--- src/rtl/gpio_pkg.sv ---
package gpio_pkg;
    localparam int REG_AW = 4;

    localparam logic [REG_AW-1:0] A_DIR  = 4'd0;
    localparam logic [REG_AW-1:0] A_INV  = 4'd1;
    localparam logic [REG_AW-1:0] A_IEN  = 4'd2;
    localparam logic [REG_AW-1:0] A_DEFV = 4'd3;
    localparam logic [REG_AW-1:0] A_MODE = 4'd4;
    localparam logic [REG_AW-1:0] A_CFG  = 4'd5;
    localparam logic [REG_AW-1:0] A_FLAG = 4'd6;
    localparam logic [REG_AW-1:0] A_CAPT = 4'd7;
    localparam logic [REG_AW-1:0] A_PORT = 4'd8;
    localparam logic [REG_AW-1:0] A_OLAT = 4'd9;

    typedef enum logic [1:0] {
        DRV_LOW  = 2'b00,
        DRV_HIGH = 2'b01,
        DRV_OPEN = 2'b10
    } drv_e;

    typedef enum logic [1:0] {
        IOC_IDLE  = 2'b00,
        IOC_ARMED = 2'b01,
        IOC_FIRED = 2'b10
    } ioc_state_e;
endpackage

--- src/rtl/gpio_filter.sv ---
module gpio_filter #(
    parameter int FILT_CYCLES = 3
) (
    input  logic clk,
    input  logic rst_n,
    input  logic din,
    output logic dout
);
    localparam int CW = (FILT_CYCLES < 2) ? 1 : $clog2(FILT_CYCLES);
    localparam logic [CW-1:0] CNT_LAST = CW'(FILT_CYCLES - 1);

    logic          sync1, sync2;
    logic [CW-1:0] cnt;

    always_ff @(posedge clk) begin
        if (!rst_n) begin
            sync1 <= 1'b0;
            sync2 <= 1'b0;
            cnt   <= '0;
            dout  <= 1'b0;
        end else begin
            sync1 <= din;
            sync2 <= sync1;
            if (sync2 == dout) begin
                cnt <= '0;
            end else if (cnt == CNT_LAST) begin
                dout <= sync2;
                cnt  <= '0;
            end else begin
                cnt <= cnt + 1'b1;
            end
        end
    end
endmodule

--- src/rtl/gpio_ioc_half.sv ---
module gpio_ioc_half
    import gpio_pkg::*;
#(
    parameter int W = 8
) (
    input  logic         clk,
    input  logic         rst_n,
    input  logic [W-1:0] seen,
    input  logic [W-1:0] is_in,
    input  logic [W-1:0] ien,
    input  logic [W-1:0] mode,
    input  logic [W-1:0] defv,
    input  logic         clr,
    output logic         fired,
    output logic [W-1:0] flag,
    output logic [W-1:0] capt
);
    ioc_state_e   state, state_nx;
    logic [W-1:0] prev;
    logic [W-1:0] diff;
    logic [W-1:0] hit;

    assign diff = (mode & (seen ^ defv)) | (~mode & (seen ^ prev));
    assign hit  = diff & ien & is_in;

    always_comb begin
        state_nx = state;
        unique case (state)
            IOC_IDLE:  state_nx = IOC_ARMED;
            IOC_ARMED: if (!clr && (|hit)) state_nx = IOC_FIRED;
            IOC_FIRED: if (clr) state_nx = IOC_ARMED;
            default:   state_nx = IOC_IDLE;
        endcase
    end

    always_ff @(posedge clk) begin
        if (!rst_n) state <= IOC_IDLE;
        else        state <= state_nx;
    end

    always_ff @(posedge clk) begin
        if (!rst_n) begin
            prev <= '0;
            flag <= '0;
            capt <= '0;
        end else begin
            prev <= seen;
            if (state == IOC_ARMED && !clr && (|hit)) begin
                flag <= hit;
                capt <= seen;
            end else if (state == IOC_FIRED && clr) begin
                flag <= '0;
            end
        end
    end

    assign fired = (state == IOC_FIRED);
endmodule

--- src/rtl/gpio_int_drive.sv ---
module gpio_int_drive
    import gpio_pkg::*;
(
    input  logic       act_a,
    input  logic       act_b,
    input  logic       mirror,
    input  logic [1:0] style,
    output logic [1:0] int_o,
    output logic [1:0] int_oe
);
    logic [1:0] act;

    assign act[0] = mirror ? (act_a | act_b) : act_a;
    assign act[1] = mirror ? (act_a | act_b) : act_b;

    for (genvar L = 0; L < 2; L++) begin : g_line
        always_comb begin
            unique case (style)
                DRV_HIGH: begin int_o[L] = act[L];  int_oe[L] = 1'b1;   end
                DRV_OPEN: begin int_o[L] = 1'b0;    int_oe[L] = act[L]; end
                default:  begin int_o[L] = ~act[L]; int_oe[L] = 1'b1;   end
            endcase
        end
    end
endmodule

--- src/rtl/gpio16_ioc.sv ---
module gpio16_ioc
    import gpio_pkg::*;
#(
    parameter int FILT_CYCLES = 3,
    parameter int HALF_W      = 8
) (
    input  logic                clk,
    input  logic                rst_n,
    input  logic                wr_en,
    input  logic                rd_en,
    input  logic [REG_AW-1:0]   addr,
    input  logic [2*HALF_W-1:0] wdata,
    output logic [2*HALF_W-1:0] rdata,
    input  logic [2*HALF_W-1:0] pad_in,
    output logic [2*HALF_W-1:0] pad_out,
    output logic [2*HALF_W-1:0] pad_oe,
    output logic                int_a_o,
    output logic                int_a_oe,
    output logic                int_b_o,
    output logic                int_b_oe
);
    localparam int PW = 2 * HALF_W;

    logic [PW-1:0] dir_q, inv_q, ien_q, defv_q, mode_q, olat_q;
    logic [2:0]    cfg_q;
    logic [PW-1:0] filt, seen, flag_w, capt_w;
    logic [1:0]    fired_w;
    logic          clr;
    logic          cfg_mirror;
    logic [1:0]    cfg_style;
    logic [1:0]    int_o_w, int_oe_w;
    logic [PW-1:0] rd_mux;

    assign cfg_mirror = cfg_q[0];
    assign cfg_style  = cfg_q[2:1];

    always_ff @(posedge clk) begin
        if (!rst_n) begin
            dir_q  <= '1;
            inv_q  <= '0;
            ien_q  <= '0;
            defv_q <= '0;
            mode_q <= '0;
            olat_q <= '0;
            cfg_q  <= '0;
        end else if (wr_en) begin
            case (addr)
                A_DIR:   dir_q  <= wdata;
                A_INV:   inv_q  <= wdata;
                A_IEN:   ien_q  <= wdata;
                A_DEFV:  defv_q <= wdata;
                A_MODE:  mode_q <= wdata;
                A_CFG:   cfg_q  <= wdata[2:0];
                A_PORT:  olat_q <= wdata;
                A_OLAT:  olat_q <= wdata;
                default: ;
            endcase
        end
    end

    for (genvar i = 0; i < PW; i++) begin : g_filt
        gpio_filter #(.FILT_CYCLES(FILT_CYCLES)) u_filt (
            .clk  (clk),
            .rst_n(rst_n),
            .din  (pad_in[i]),
            .dout (filt[i])
        );
    end

    assign seen = filt ^ inv_q;
    assign clr  = rst_n && rd_en && (addr == A_CAPT || addr == A_PORT);

    for (genvar h = 0; h < 2; h++) begin : g_half
        gpio_ioc_half #(.W(HALF_W)) u_half (
            .clk  (clk),
            .rst_n(rst_n),
            .seen (seen[h*HALF_W +: HALF_W]),
            .is_in(dir_q[h*HALF_W +: HALF_W]),
            .ien  (ien_q[h*HALF_W +: HALF_W]),
            .mode (mode_q[h*HALF_W +: HALF_W]),
            .defv (defv_q[h*HALF_W +: HALF_W]),
            .clr  (clr),
            .fired(fired_w[h]),
            .flag (flag_w[h*HALF_W +: HALF_W]),
            .capt (capt_w[h*HALF_W +: HALF_W])
        );
    end

    gpio_int_drive u_drv (
        .act_a (fired_w[0]),
        .act_b (fired_w[1]),
        .mirror(cfg_mirror),
        .style (cfg_style),
        .int_o (int_o_w),
        .int_oe(int_oe_w)
    );

    assign int_a_o  = int_o_w[0];
    assign int_a_oe = int_oe_w[0];
    assign int_b_o  = int_o_w[1];
    assign int_b_oe = int_oe_w[1];

    always_comb begin
        case (addr)
            A_DIR:   rd_mux = dir_q;
            A_INV:   rd_mux = inv_q;
            A_IEN:   rd_mux = ien_q;
            A_DEFV:  rd_mux = defv_q;
            A_MODE:  rd_mux = mode_q;
            A_CFG:   rd_mux = PW'(cfg_q);
            A_FLAG:  rd_mux = flag_w;
            A_CAPT:  rd_mux = capt_w;
            A_PORT:  rd_mux = seen;
            A_OLAT:  rd_mux = olat_q;
            default: rd_mux = '0;
        endcase
    end

    always_ff @(posedge clk) begin
        if (!rst_n)     rdata <= '0;
        else if (rd_en) rdata <= rd_mux;
    end

    assign pad_out = olat_q;
    assign pad_oe  = rst_n ? ~dir_q : '0;
endmodule

--- config.mk ---
export PLATFORM = sky130hd
export DESIGN_NAME = gpio16_ioc
export DESIGN_NICKNAME = d
export VERILOG_FILES = /design/src/rtl/gpio_pkg.sv /design/src/rtl/gpio_filter.sv /design/src/rtl/gpio_ioc_half.sv /design/src/rtl/gpio_int_drive.sv /design/src/rtl/gpio16_ioc.sv
export SDC_FILE = /design/constraint.sdc
export NUM_CORES = 1
export LEC_CHECK = 0
export ABC_AREA = 1
export BUFFER_PORTS_ARGS = -buffer_cell sky130_fd_sc_hd__buf_2
export CAP_MARGIN = 20
export CORE_AREA = 5 5 161 163
export DETAILED_ROUTE_END_ITERATION = 6
export DIE_AREA = 0 0 166 168
export PLACE_DENSITY_LB_ADDON = 0.15
export SYNTH_ARGS = -nofsm -noshare
export SYNTH_HDL_FRONTEND = slang
export SYNTH_SLANG_ARGS = --single-unit
--- constraint.sdc ---
create_clock -name clk -period 1.9 [get_ports clk]
set_input_delay 0.095 -clock clk [delete_from_list [all_inputs] [get_ports clk]]
set_output_delay 0.095 -clock clk [all_outputs]
set_load 0.005 [all_outputs]
# After elaboration in Yosys (flattened, before gate mapping)
# Index checks and enable logic that the tools add are counted.
# word_totals
reg_bits	247
output_inout_bits	52
in_bits	40
elab_cells	263
# op_classes
n_addsub	16
n_reduce_logical	61
n_bitwise	38
mux	17
n_eq_ne	51
# ops
operator	count
$pmux 16 s10	1
$and 8x8->8	8
$reduce_and 2->1	25
$reduce_or 3->1	16
$eq 2x2->1 const B	19
$add 2x1->2 const B	16
$mux 8	4
$xor 8x8->8	4
$not 1->1	19
$eq 1x1->1	16
$eq 4x3->1 const B	4
$mux 16	1
$not 16->16	1
$not 8->8	2
$or 8x8->8	2
$reduce_or 8->1	2
$xor 16x16->16	1
$pmux 2 s3	2
$logic_and 1x1->1	10
$eq 4x2->1 const B	2
$eq 4x4->1 const B	2
$eq 2x1->1 const B	3
$mux 2	3
$eq 4x1->1 const B	1
11 further kinds	19

# Logic depth before layout (Yosys ltp)
# Gate-level depths: netlist of the first run.
# depth
depth_word	10
mapped_depth	13
depth_no_buf	13

# Hierarchy
# A second synthesis of the first run with hierarchy kept.
# unflattened
cells_unflattened	1625
hier_area_um2	11407.2
# by_module_without_submodules
mod	seq_area_each_um2	instances	cells_per_inst	area_each_um2
gpio16_ioc	2302.2	1	857	5686.7
gpio_filter	100.1	16	22	183.9
gpio_ioc_half	520.5	2	198	1338.8
gpio_int_drive	0.0	1	20	100.1

# Worst setup path after synthesis of the first run
# No wires, ideal clock.
# synth_timing
path_type	flip-flop to flip-flop
startpoint	register g_filt[1].u_filt.dout
endpoint	register g_half[0].u_half.capt[7]
t_arrival_ps	1455
setup_slack_ps	329
setup_time_ps	116
path_stages_with_launch	13
required_ps	1784
synth_period_minus_slack_ps	1571
n_path_buf	1
path_cell_list	dfxtp_1 inv_1 nand2_1 nand2_1 nand2_1 nand3b_1 nand2_1 nor2_1 nand2_1 nand2_2 buf_4 o21ai_0 nor2_1
# synth_between
elab_chain_len	8
word_cells_on_any_way	10
cone_classes	8 x bitwise; 2 x reduce/logical
# synth_lines
item	line_no	text
start: declaration	gpio_filter.sv:7	output logic dout
start signal: assignment	gpio_filter.sv:27	dout <= sync2;
$xor 16x16->16 (*)	gpio16_ioc.sv:70	assign seen = filt ^ inv_q;
$xor 8x8->8	gpio_ioc_half.sv:23	assign diff = (mode & (seen ^ defv)) | (~mode & (seen ^ prev));
$and 8x8->8	gpio_ioc_half.sv:23	
$or 8x8->8 (*)	gpio_ioc_half.sv:23	
$and 8x8->8 (*) (2 in series)	gpio_ioc_half.sv:24	assign hit = diff & ien & is_in;
$reduce_or 8->1 (*)	gpio_ioc_half.sv:48	if (state == IOC_ARMED && !clr && (|hit)) begin
$logic_and 1x1->1 (*)	gpio_ioc_half.sv:48	
end signal: assignment	gpio_ioc_half.sv:50	capt <= seen;
end: declaration	gpio_ioc_half.sv:16	output logic [W-1:0] capt
# Mark *: on every way between the ends. The rest lies on a longest branch, timed or not.
# A chain may end at the register's enable or synchronous reset.

# Worst setup path after layout of the first run
# layout_timing
startpoint	register cfg_q[1]
endpoint	output int_a_o
# layout_between
elab_chain_len	2
word_cells_on_any_way	3
cone_classes	2 x eq/ne; 1 x mux
# layout_lines
item	line_no	text
start: declaration	gpio16_ioc.sv:25	logic [2:0] cfg_q;
start signal: assignment	gpio16_ioc.sv:53	A_CFG: cfg_q <= wdata[2:0];
$eq 2x2->1 or $eq 2x1->1 (tied branches)	gpio_int_drive.sv:18	unique case (style)
$pmux 1 s2 (*)	gpio_int_drive.sv:18	
end: declaration	gpio16_ioc.sv:17	output logic int_a_o,
# Marked as above.

==> qor.yml, run 1 <==
clocking:
  cts_made_buffers: 28
  cts_root_buf: "clkbuf_16"
  cts_tree: "built"
  cts.sinks: 247
  insertion_delay_ps: 540
  clk_path_buf_depth: 3
  cts_setup_buffers: 0
  h-tree-depth: 1
  clk_pin_slew_ps: 60
power_and_ir_drop:
  p_clk_share_pct: 47.8
  internal_power_mw: 8.984
  p_total_mw: 11.71
  leakage_nw: 5.819
  p_sw_share_pct: 23.31
  vdd_drop_max_v: 0.0007186
  combPwrFrac_pct: 6.4
  switching_power_mw: 2.730
  power_frac_seq_pct: 45.8
  powerDensity_nw_per_um2: 896.5
sta:
  slew_viol_final: 0
  min_period_over_period_pct: 92.88
  hold_viol: 0
  rsz0062_at_grt: "no"
  clock.fmax_mhz: 566.7
  fin_worst_skew_ps: 17.89
  fin_tns_setup_ps: 0
  worst_hold_slack_ps: 39.69
  setup_ws_ps: 135.3
  max_slew.worst_pin.slew_ps: 693.0
  min_period_ps: 1765
  setup_violations: 0
  slew_headroom_pct: 53.75
min_path:
  min_path_type: "in2reg"
  whs_path_depth: 4
  hp-start: "wr_en"
  whs_endpoint: "defv_q[11]"
worst_setup_path:
  ff2ff_path_depth: 12
  arrival_ps: 1670
  crit_chain: "inv_1, ha_1, nor2_1, nand2_1, o21ai_0, buf_2"
  crit_fanout: 3
  critPathRequiredTime_ps: 1800
  r2r_setup_slack_ps: 190
  path_class: "reg2out"
  reg2reg_from: "g_filt[1].u_filt.dout"
  slowest_delay_ps: 350
  crit_slowest_cell: "dfxtp_1"
  startpoint_type: "flip-flop"
  end_kind: "primary output"
  timing.rr.end: "g_half[0].u_half.capt[4]"
yosys:
  synthSimpleGateAreaFrac_pct: 24.52
  synth_compound_area_share_pct: 17.51
  synth_cells: 1544
  ys_seq_area_share_pct: 46.03
  synth_xor_area_share_pct: 0
  yosys-top-cells-area: "dfxtp_1 46%, nand2_1 14%, a21oi_1 7.9%"
  synthMostInstantiatedCell: "nand2_1"
  yosysWarnings: 0
  synth_top_area_share_pct: 46.03
  synthMuxAreaShare_pct: 0
  yosysTopAreaCell: "dfxtp_1"
  synth_edf_count: 0
  synthArstFlopShare_pct: 0
  synth.distinct_cells: 25
  synthTopCellsByCount: "398 x nand2_1, 247 x dfxtp_1, 218 x inv_1, 170 x a21oi_1, 144 x nor2_1"
  avgSynthCellArea_um2: 6.958
  ys.flop_type: "dfxtp_1"
  synth_top_family_by_area: "simple AND/OR/NAND/NOR gates"
  post_synth_fa_ha_maj_area_fraction_pct: 2.096
  syn-num-nets: 1602
  synth_seq_cells: 247
  synth.cell_area_um2: 10740
placement:
  gp_congestion: 0.8542
  place_ws_ps: 112.3
  hpwl_um: 21600
  place.port_buffers: 91
  placed_cells: 1948
  place_area_um2: 11760
route:
  wl_um: 31180
  routedWlPerCell_um: 15.34
  drt-vias-per-instance: 4.950
  vias: 10060
  drt_iter0_drc: 793
  drc: 0
  ant_nets: 0
  first_pass_iters: 5
die:
  dieArea_um2: 27890
  die_y_um: 168
  row_count: 57
  dieWidth_um: 166
  core_um2: 24180
  start_util_pct: 44.43
  io_pins: 92
cells_and_area:
  antenna_cells: 0
  finalCoreUtilization_pct: 54.05
  area_growth_syn_to_layout_pct: 21.64
  fill_cells: 2402
  nets: 1744
  final_cells: 2032
  design_area_um2: 13070
  drive_gt1_share_pct: 12.12
global_route:
  antenna_found_initial: 0
  grt_start_max_net_pins: 63
  overflow: 0
  grt_pass1_wl_um: 50310
  track_usage_pct: 21.94
  first_global_vias: 9281
status:
  outcome: "completed"
flow_run:
  drv_cap: 0
## state kept, by name (all words and copies together), names as in the netlist, 16 cells and up
signal / count
g_half.u_half.flag: 16
inv_q: 16
g_half.u_half.capt: 16
ien_q: 16
pad_out: 16
dir_q: 16
mode_q: 16
g_half.u_half.prev: 16
g_filt.u_filt.sync2: 16
g_filt.u_filt.sync1: 16
rdata: 16
defv_q: 16
g_filt.u_filt.cnt: 32
g_filt.u_filt.dout: 16
## worst max path at each step
stage | from | end | slack, ps | cells after the start
2_1_floorplan | g_filt[1].u_filt.dout | g_half[0].u_half.capt[7] | 330 | 12
3_3_place_gp | addr[1] | mode_q[9] | 170 | 8
3_5_place_dp | addr[1] | mode_q[6] | 110 | 8
4_1_cts | g_half[1].u_half.state[1] | int_a_o | 20 | 7
5_1_grt | inv_q[15] | g_half[1].u_half.capt[5] | 3 | 12
6_report | cfg_q[1] | int_a_o | 140 | 6
## what timing repair did
item                                    in CTS  in global routing
hold buffers                                32                  0
gates cloned                                 0                  0
pin swaps                                    0                  0
endpoints found under the setup margin       3                 14
endpoints found under the hold margin      115                  0
resized for setup                            2                  8
## worst max-delay path, delay by kind of cell (launching register included)
family | cells | cell delay [ps]
AOI/OAI and AO/OA | 1 | 70
adders and majority gates | 1 | 300
buffers and inverters | 2 | 210
DFF | 1 | 350
and+or+nand+nor | 2 | 200
## cells in the final DEF, fill, tap and decap left out
master,Yosys,routed
a211oi_1,1,1
a21oi_1,170,170
a21oi_4,1,1
a31oi_1,6,6
buf_12,0,2
buf_2,6,90
buf_4,2,47
bufinv_16,0,3
clkbuf_1,49,3
clkbuf_16,0,29
clkbuf_8,0,6
clkinv_1,1,1
clkinv_2,0,10
clkinv_4,0,1
clkinvlp_4,0,2
dfxtp_1,247,244
dfxtp_2,0,3
dlygate4sd3_1,0,32
ha_1,18,18
inv_1,218,216
nand2_1,398,398
nand2_2,3,3
nand3_1,51,51
nand3b_1,25,25
nand4_1,9,9
nor2_1,144,142
nor2_2,4,6
nor2_4,1,1
nor3_1,7,7
nor3_2,1,1
o211ai_1,16,16
o21ai_0,142,140
o21ai_2,0,2
o22ai_1,22,22
## layer usage
layer  track usage, %  vias to the layer above  routed length, µm  share of wire [%]
met3            4.267                       43               2324                7.5
met4            4.950                        0                582                1.9
met5                0                        -                  0                  0
li1                 -                     5212                  -                  -
met2            33.68                      314              13130                 42
met1            32.10                     4490              15140                 49
## power groups by stage
stage	combinational, mW	clock [mW]	sequential (mW)
after global placement	0.687	0	5.48
after global routing	0.844	5.95	5.38
after CTS	0.747	5.73	5.36
after floorplan	0.404	0	5.46
final	0.751	5.60	5.37
after detailed placement	0.695	0	5.48
## kinds of logic after synthesis
family                   Yosys count
AO/OA/AOI/OAI                    358
adder cells (fa/ha/maj)           18
buffers and inverters            278
flip-flops                       247
AND/OR/NAND/NOR                  643
## final cells by class
type                            count  area (µm²)  share of cell area [%]
Inverter                          219       827.0                   6.329
Clock inverter                     14       151.4                   1.159
Clock buffer                       38       819.5                   6.272
Tap cell                          324       405.4                   3.102
Multi-Input combinational cell   1019        4752                   36.37
Sequential cell                   247        4949                   37.87
Timing Repair Buffer              171        1164                   8.905
Power figures use the tool's default switching activity.
==> run 2: changes to the inputs <==
--- a/constraint.sdc
+++ b/constraint.sdc
@@ -3,2 +3,2 @@
 set_output_delay 0.095 -clock clk [all_outputs]
-set_load 0.005 [all_outputs]
+set_load 0.02 [all_outputs]
==> qor.yml, run 2 (synthesized netlist as in run 1, its figures left out) <==
cells_and_area:
  regMostFlops: "g_filt.u_filt.cnt"
  nets: 1743
  antenna_cells: 0
  final_cells: 2025
  final_cell_mix: "394 x nand2_1, 244 x dfxtp_1, 211 x inv_1"
  area_growth_syn_to_layout_pct: 20.30
  drive_gt1_share_pct: 12.40
  fill_cells: 2415
  largest_register_ffs: 32
  final_common_cell: "nand2_1"
route:
  first_pass_iters: 5
  drc: 0
  routedWlPerCell_um: 15.31
  vias: 10030
  drt-vias-per-instance: 4.952
  wl_um: 31000
  ant_nets: 0
  drt_iter0_drc: 681
worst_setup_path:
  path_class: "reg2out"
  r2r_setup_slack_ps: 160
  arrival_ps: 1680
  startpoint_type: "flip-flop"
  reg2reg_from: "g_filt[7].u_filt.dout"
  critPathRequiredTime_ps: 1800
  timing.rr.end: "g_half[0].u_half.capt[4]"
  end_kind: "primary output"
  ff2ff_path_depth: 12
  crit_fanout: 3
global_route:
  overflow: 0
  antenna_found_initial: 0
  grt_start_max_net_pins: 86
  first_global_vias: 9400
  grt_pass1_wl_um: 50700
  track_usage_pct: 22.04
die:
  dieArea_um2: 27890
  start_util_pct: 44.43
  core_um2: 24180
  die_y_um: 168
  io_pins: 92
  row_count: 57
  dieWidth_um: 166
min_path:
  whs_endpoint: "defv_q[11]"
  whs_path_depth: 4
  hp-start: "wr_en"
  min_path_type: "in2reg"
clocking:
  clk_pin_slew_ps: 60
  cts_root_buf: "clkbuf_16"
  insertion_delay_ps: 530
  cts.sinks: 247
  cts_tree: "built"
  h-tree-depth: 1
  cts_made_buffers: 27
  clk_path_buf_depth: 3
placement:
  place_ws_ps: 144.2
  hpwl_um: 21500
  place.port_buffers: 91
  gp_congestion: 0.8699
  placed_cells: 1948
sta:
  min_period_over_period_pct: 93.61
  fin_worst_skew_ps: 7.646
  min_period_ps: 1779
  worst_hold_slack_ps: 50.94
  setup_violations: 0
  slew_headroom_pct: 45.67
  hold_viol: 0
  clock.fmax_mhz: 562.2
  max_slew.worst_pin.slew_ps: 815.0
  slew_viol_final: 0
  setup_ws_ps: 121.3
power_and_ir_drop:
  powerDensity_nw_per_um2: 858.7
  vdd_drop_max_v: 0.0005907
  leakage_nw: 5.733
status:
  outcome: "completed"
flow_run:
  drv_cap: 0
[run 2: how the worst max path moves through the flow]
stage                     slack, ps                 startpoint  cells past startpoint                       end
final                           120                   cfg_q[1]                      6                   int_a_o
after global routing             -8      g_filt[7].u_filt.dout                     12  g_half[0].u_half.capt[2]
after CTS                         9  g_half[1].u_half.state[1]                      7                   int_a_o
after detailed placement        140                    addr[0]                      9                 defv_q[9]
after global placement          170                    addr[1]                      8                 mode_q[4]
after floorplan                 330      g_filt[1].u_filt.dout                     12  g_half[0].u_half.capt[7]
[run 2: stage by stage]
step	TNS (ps)	cell area (µm²)	util [%]	total power, mW
6_report	0	12920	53.45	11.10
5_1_grt	-8.268	12920	53.45	11.56
4_1_cts	0	12870	53.25	11.18
3_5_place_dp	0	11730	48.52	6.196
3_3_place_gp	0	11730	48.52	6.187
2_1_floorplan	0	10740	-	5.896
[run 2: metal layers]
metal  GRT usage [%]  wire length [µm]  up-vias
met3           3.212              2246       35
met5               0                 0        -
met4           5.165               530        0
met1           33.00             15060     4487
li1                -                 -     5209
met2           33.63             13160      296
[run 2: layout make-up]
class | count | area [µm²] | area share [%]
repair buffers | 171 | 1141 | 8.830
multi-input cells | 1019 | 4780 | 36.98
clock inverters | 7 | 65.06 | 0.5034
inverters | 219 | 827.0 | 6.399
well taps | 324 | 405.4 | 3.137
clock buffers | 38 | 757.0 | 5.857
flip-flops and latches | 247 | 4949 | 38.29
[run 2: report_power, final]
group | total [mW] | internal [mW] | switching, mW
Sequential | 5.37 | 5.30 | 0.0702
Combinational | 0.775 | 0.266 | 0.508
Clock | 4.96 | 2.88 | 2.07
Total | 11.1 | 8.45 | 2.65
[run 2: timing repair]
action | CTS | global route
endpoints found under the hold margin | 115 | 0
hold buffers | 32 | 0
resized for setup | 2 | 24
setup endpoints to repair | 4 | 17
pin swaps | 0 | 2
buffers inserted | 0 | 0
[run 2: critical path, stage by stage, from the launching register on]
cell     delay, ps
dfxtp_2        340
inv_1           60
ha_1           300
nor2_1         140
nand2_1         60
o21ai_0         70
buf_2          180
==> run 3: changes to the inputs <==
MAX_ROUTING_LAYER = met4   (was not set)
==> qor.yml, run 3 (synthesized netlist as in run 1, its figures left out) <==
clocking:
  cts_setup_buffers: 0
  cts_made_buffers: 27
  clk_pin_slew_ps: 60
  clk_path_buf_depth: 3
  cts.sinks: 247
  cts_tree: "built"
  h-tree-depth: 1
  cts_root_buf: "clkbuf_16"
  insertion_delay_ps: 530
die:
  row_count: 57
  dieWidth_um: 166
  core_um2: 24180
  die_y_um: 168
  dieArea_um2: 27890
  start_util_pct: 44.43
  io_pins: 92
placement:
  gp_congestion: 0.8841
  hpwl_um: 21500
  place.port_buffers: 91
sta:
  min_period_ps: 1778
  slew_headroom_pct: 44.84
  clock.fmax_mhz: 562.4
  worst_hold_slack_ps: 54.20
  setup_violations: 0
  max_slew.worst_pin.slew_ps: 827.4
  fin_worst_skew_ps: 9.452
  slew_viol_final: 0
  hold_viol: 0
  min_period_over_period_pct: 93.58
worst_setup_path:
  startpoint_type: "flip-flop"
  ff2ff_path_depth: 12
  end_kind: "primary output"
  timing.rr.end: "g_half[0].u_half.capt[2]"
  path_class: "reg2out"
  crit_fanout: 3
  r2r_setup_slack_ps: 150
  crit_buf_inv: 2
  arrival_ps: 1680
  cp_top_family: "flip-flops"
  crit_slowest_cell: "dfxtp_2"
  slowest_delay_ps: 340
  critPathRequiredTime_ps: 1800
  reg2reg_from: "g_filt[1].u_filt.dout"
  crit_chain: "inv_1, ha_1, nor2_1, nand2_1, o21ai_0, buf_2"
min_path:
  whs_endpoint: "defv_q[3]"
  hp-start: "wr_en"
  min_path_type: "in2reg"
  whs_path_depth: 4
global_route:
  first_global_vias: 9383
  grt_start_max_net_pins: 86
  grt_pass1_wl_um: 50720
  track_usage_pct: 22.67
  overflow: 0
  antenna_found_initial: 0
route:
  drt_iter0_drc: 790
  wl_um: 31110
  vias: 10030
  first_pass_iters: 6
  drt-vias-per-instance: 4.952
  drc: 0
  routedWlPerCell_um: 15.36
  ant_nets: 0
cells_and_area:
  regMostFlops: "g_filt.u_filt.cnt"
  largest_register_ffs: 32
  antenna_cells: 0
  final_cell_mix: "394 x nand2_1, 244 x dfxtp_1, 211 x inv_1"
  area_growth_syn_to_layout_pct: 20.30
  drive_gt1_share_pct: 12.40
  nets: 1743
  final_common_cell: "nand2_1"
power_and_ir_drop:
  vdd_drop_max_v: 0.0005930
  leakage_nw: 5.733
  p_total_mw: 11.10
  powerDensity_nw_per_um2: 859.3
status:
  outcome: "completed"
flow_run:
  drv_cap: 0
## run 3: cell counts in the layout (fill, tap and decap cells not counted)
No cell type changed its count.
## run 3: worst register-to-register path: stages (launching register included)
cell and delay [ps]:
dfxtp_1 430, inv_1 130, nand2_1 80, nand2_1 90
nand2_1 70, nand3b_1 110, nand2_1 90, nor2_1 40
nand2_1 90, nand2_2 90, buf_4 210, o21ai_0 180
nor2_1 50
## run 3: metal layers
| metal | up-vias | track usage [%] | part of all wire, % |
|---|---|---|---|
| met5 | - | - | 0 |
| met4 | 0 | 5.165 | 1.7 |
| met3 | 35 | 2.954 | 6.5 |
| met2 | 285 | 33.65 | 42 |
| met1 | 4504 | 33.10 | 50 |
| li1 | 5204 | - | - |
## run 3: worst max-delay path by stage
| stage | startpoint | endpoint | slack [ps] | cells after the start |
|---|---|---|---|---|
| 2_1_floorplan | g_filt[1].u_filt.dout | g_half[0].u_half.capt[7] | 330 | 12 |
| 3_3_place_gp | addr[1] | mode_q[4] | 170 | 8 |
| 3_5_place_dp | addr[0] | defv_q[9] | 140 | 9 |
| 4_1_cts | g_half[1].u_half.state[1] | int_a_o | 9 | 7 |
| 5_1_grt | g_filt[7].u_filt.dout | g_half[0].u_half.capt[2] | -8 | 12 |
| 6_report | cfg_q[1] | int_a_o | 120 | 6 |
## run 3: layout make-up
cell class / count / area (µm²)
Clock inverter: 7 / 65.06
Clock buffer: 38 / 757.0
Fill cell: 2415 / 11250
Inverter: 219 / 827.0
Multi-Input combinational cell: 1019 / 4780
Sequential cell: 247 / 4949
Tap cell: 324 / 405.4
Timing Repair Buffer: 171 / 1141
## run 3: metrics by stage
step                setup TNS, ps  instances  area (µm²)  worst slack [ps]  utilization [%]
floorplan                       0       1544       10740             328.9                -
global placement                0       1948       11730             172.5            48.52
detailed placement              0       1948       11730             144.2            48.52
CTS                             0       2025       12870             8.515            53.25
global route               -8.244       2025       12920            -8.244            53.45
finish                          0       2025       12920             121.9            53.45
## run 3: report_power, final
part	switching, mW	leakage [nW]	internal, mW
logic	0.511	3.33	0.267
registers	0.0703	2.01	5.30
clock network	2.08	0.400	2.88
total	2.66	5.73	8.45
## run 3: repair_timing
item	in CTS	in global routing
hold buffers	32	0
endpoints found under the hold margin	115	0
pin swaps	0	2
endpoints found under the setup margin	4	17
gates resized for setup	2	24
gates cloned	0	0
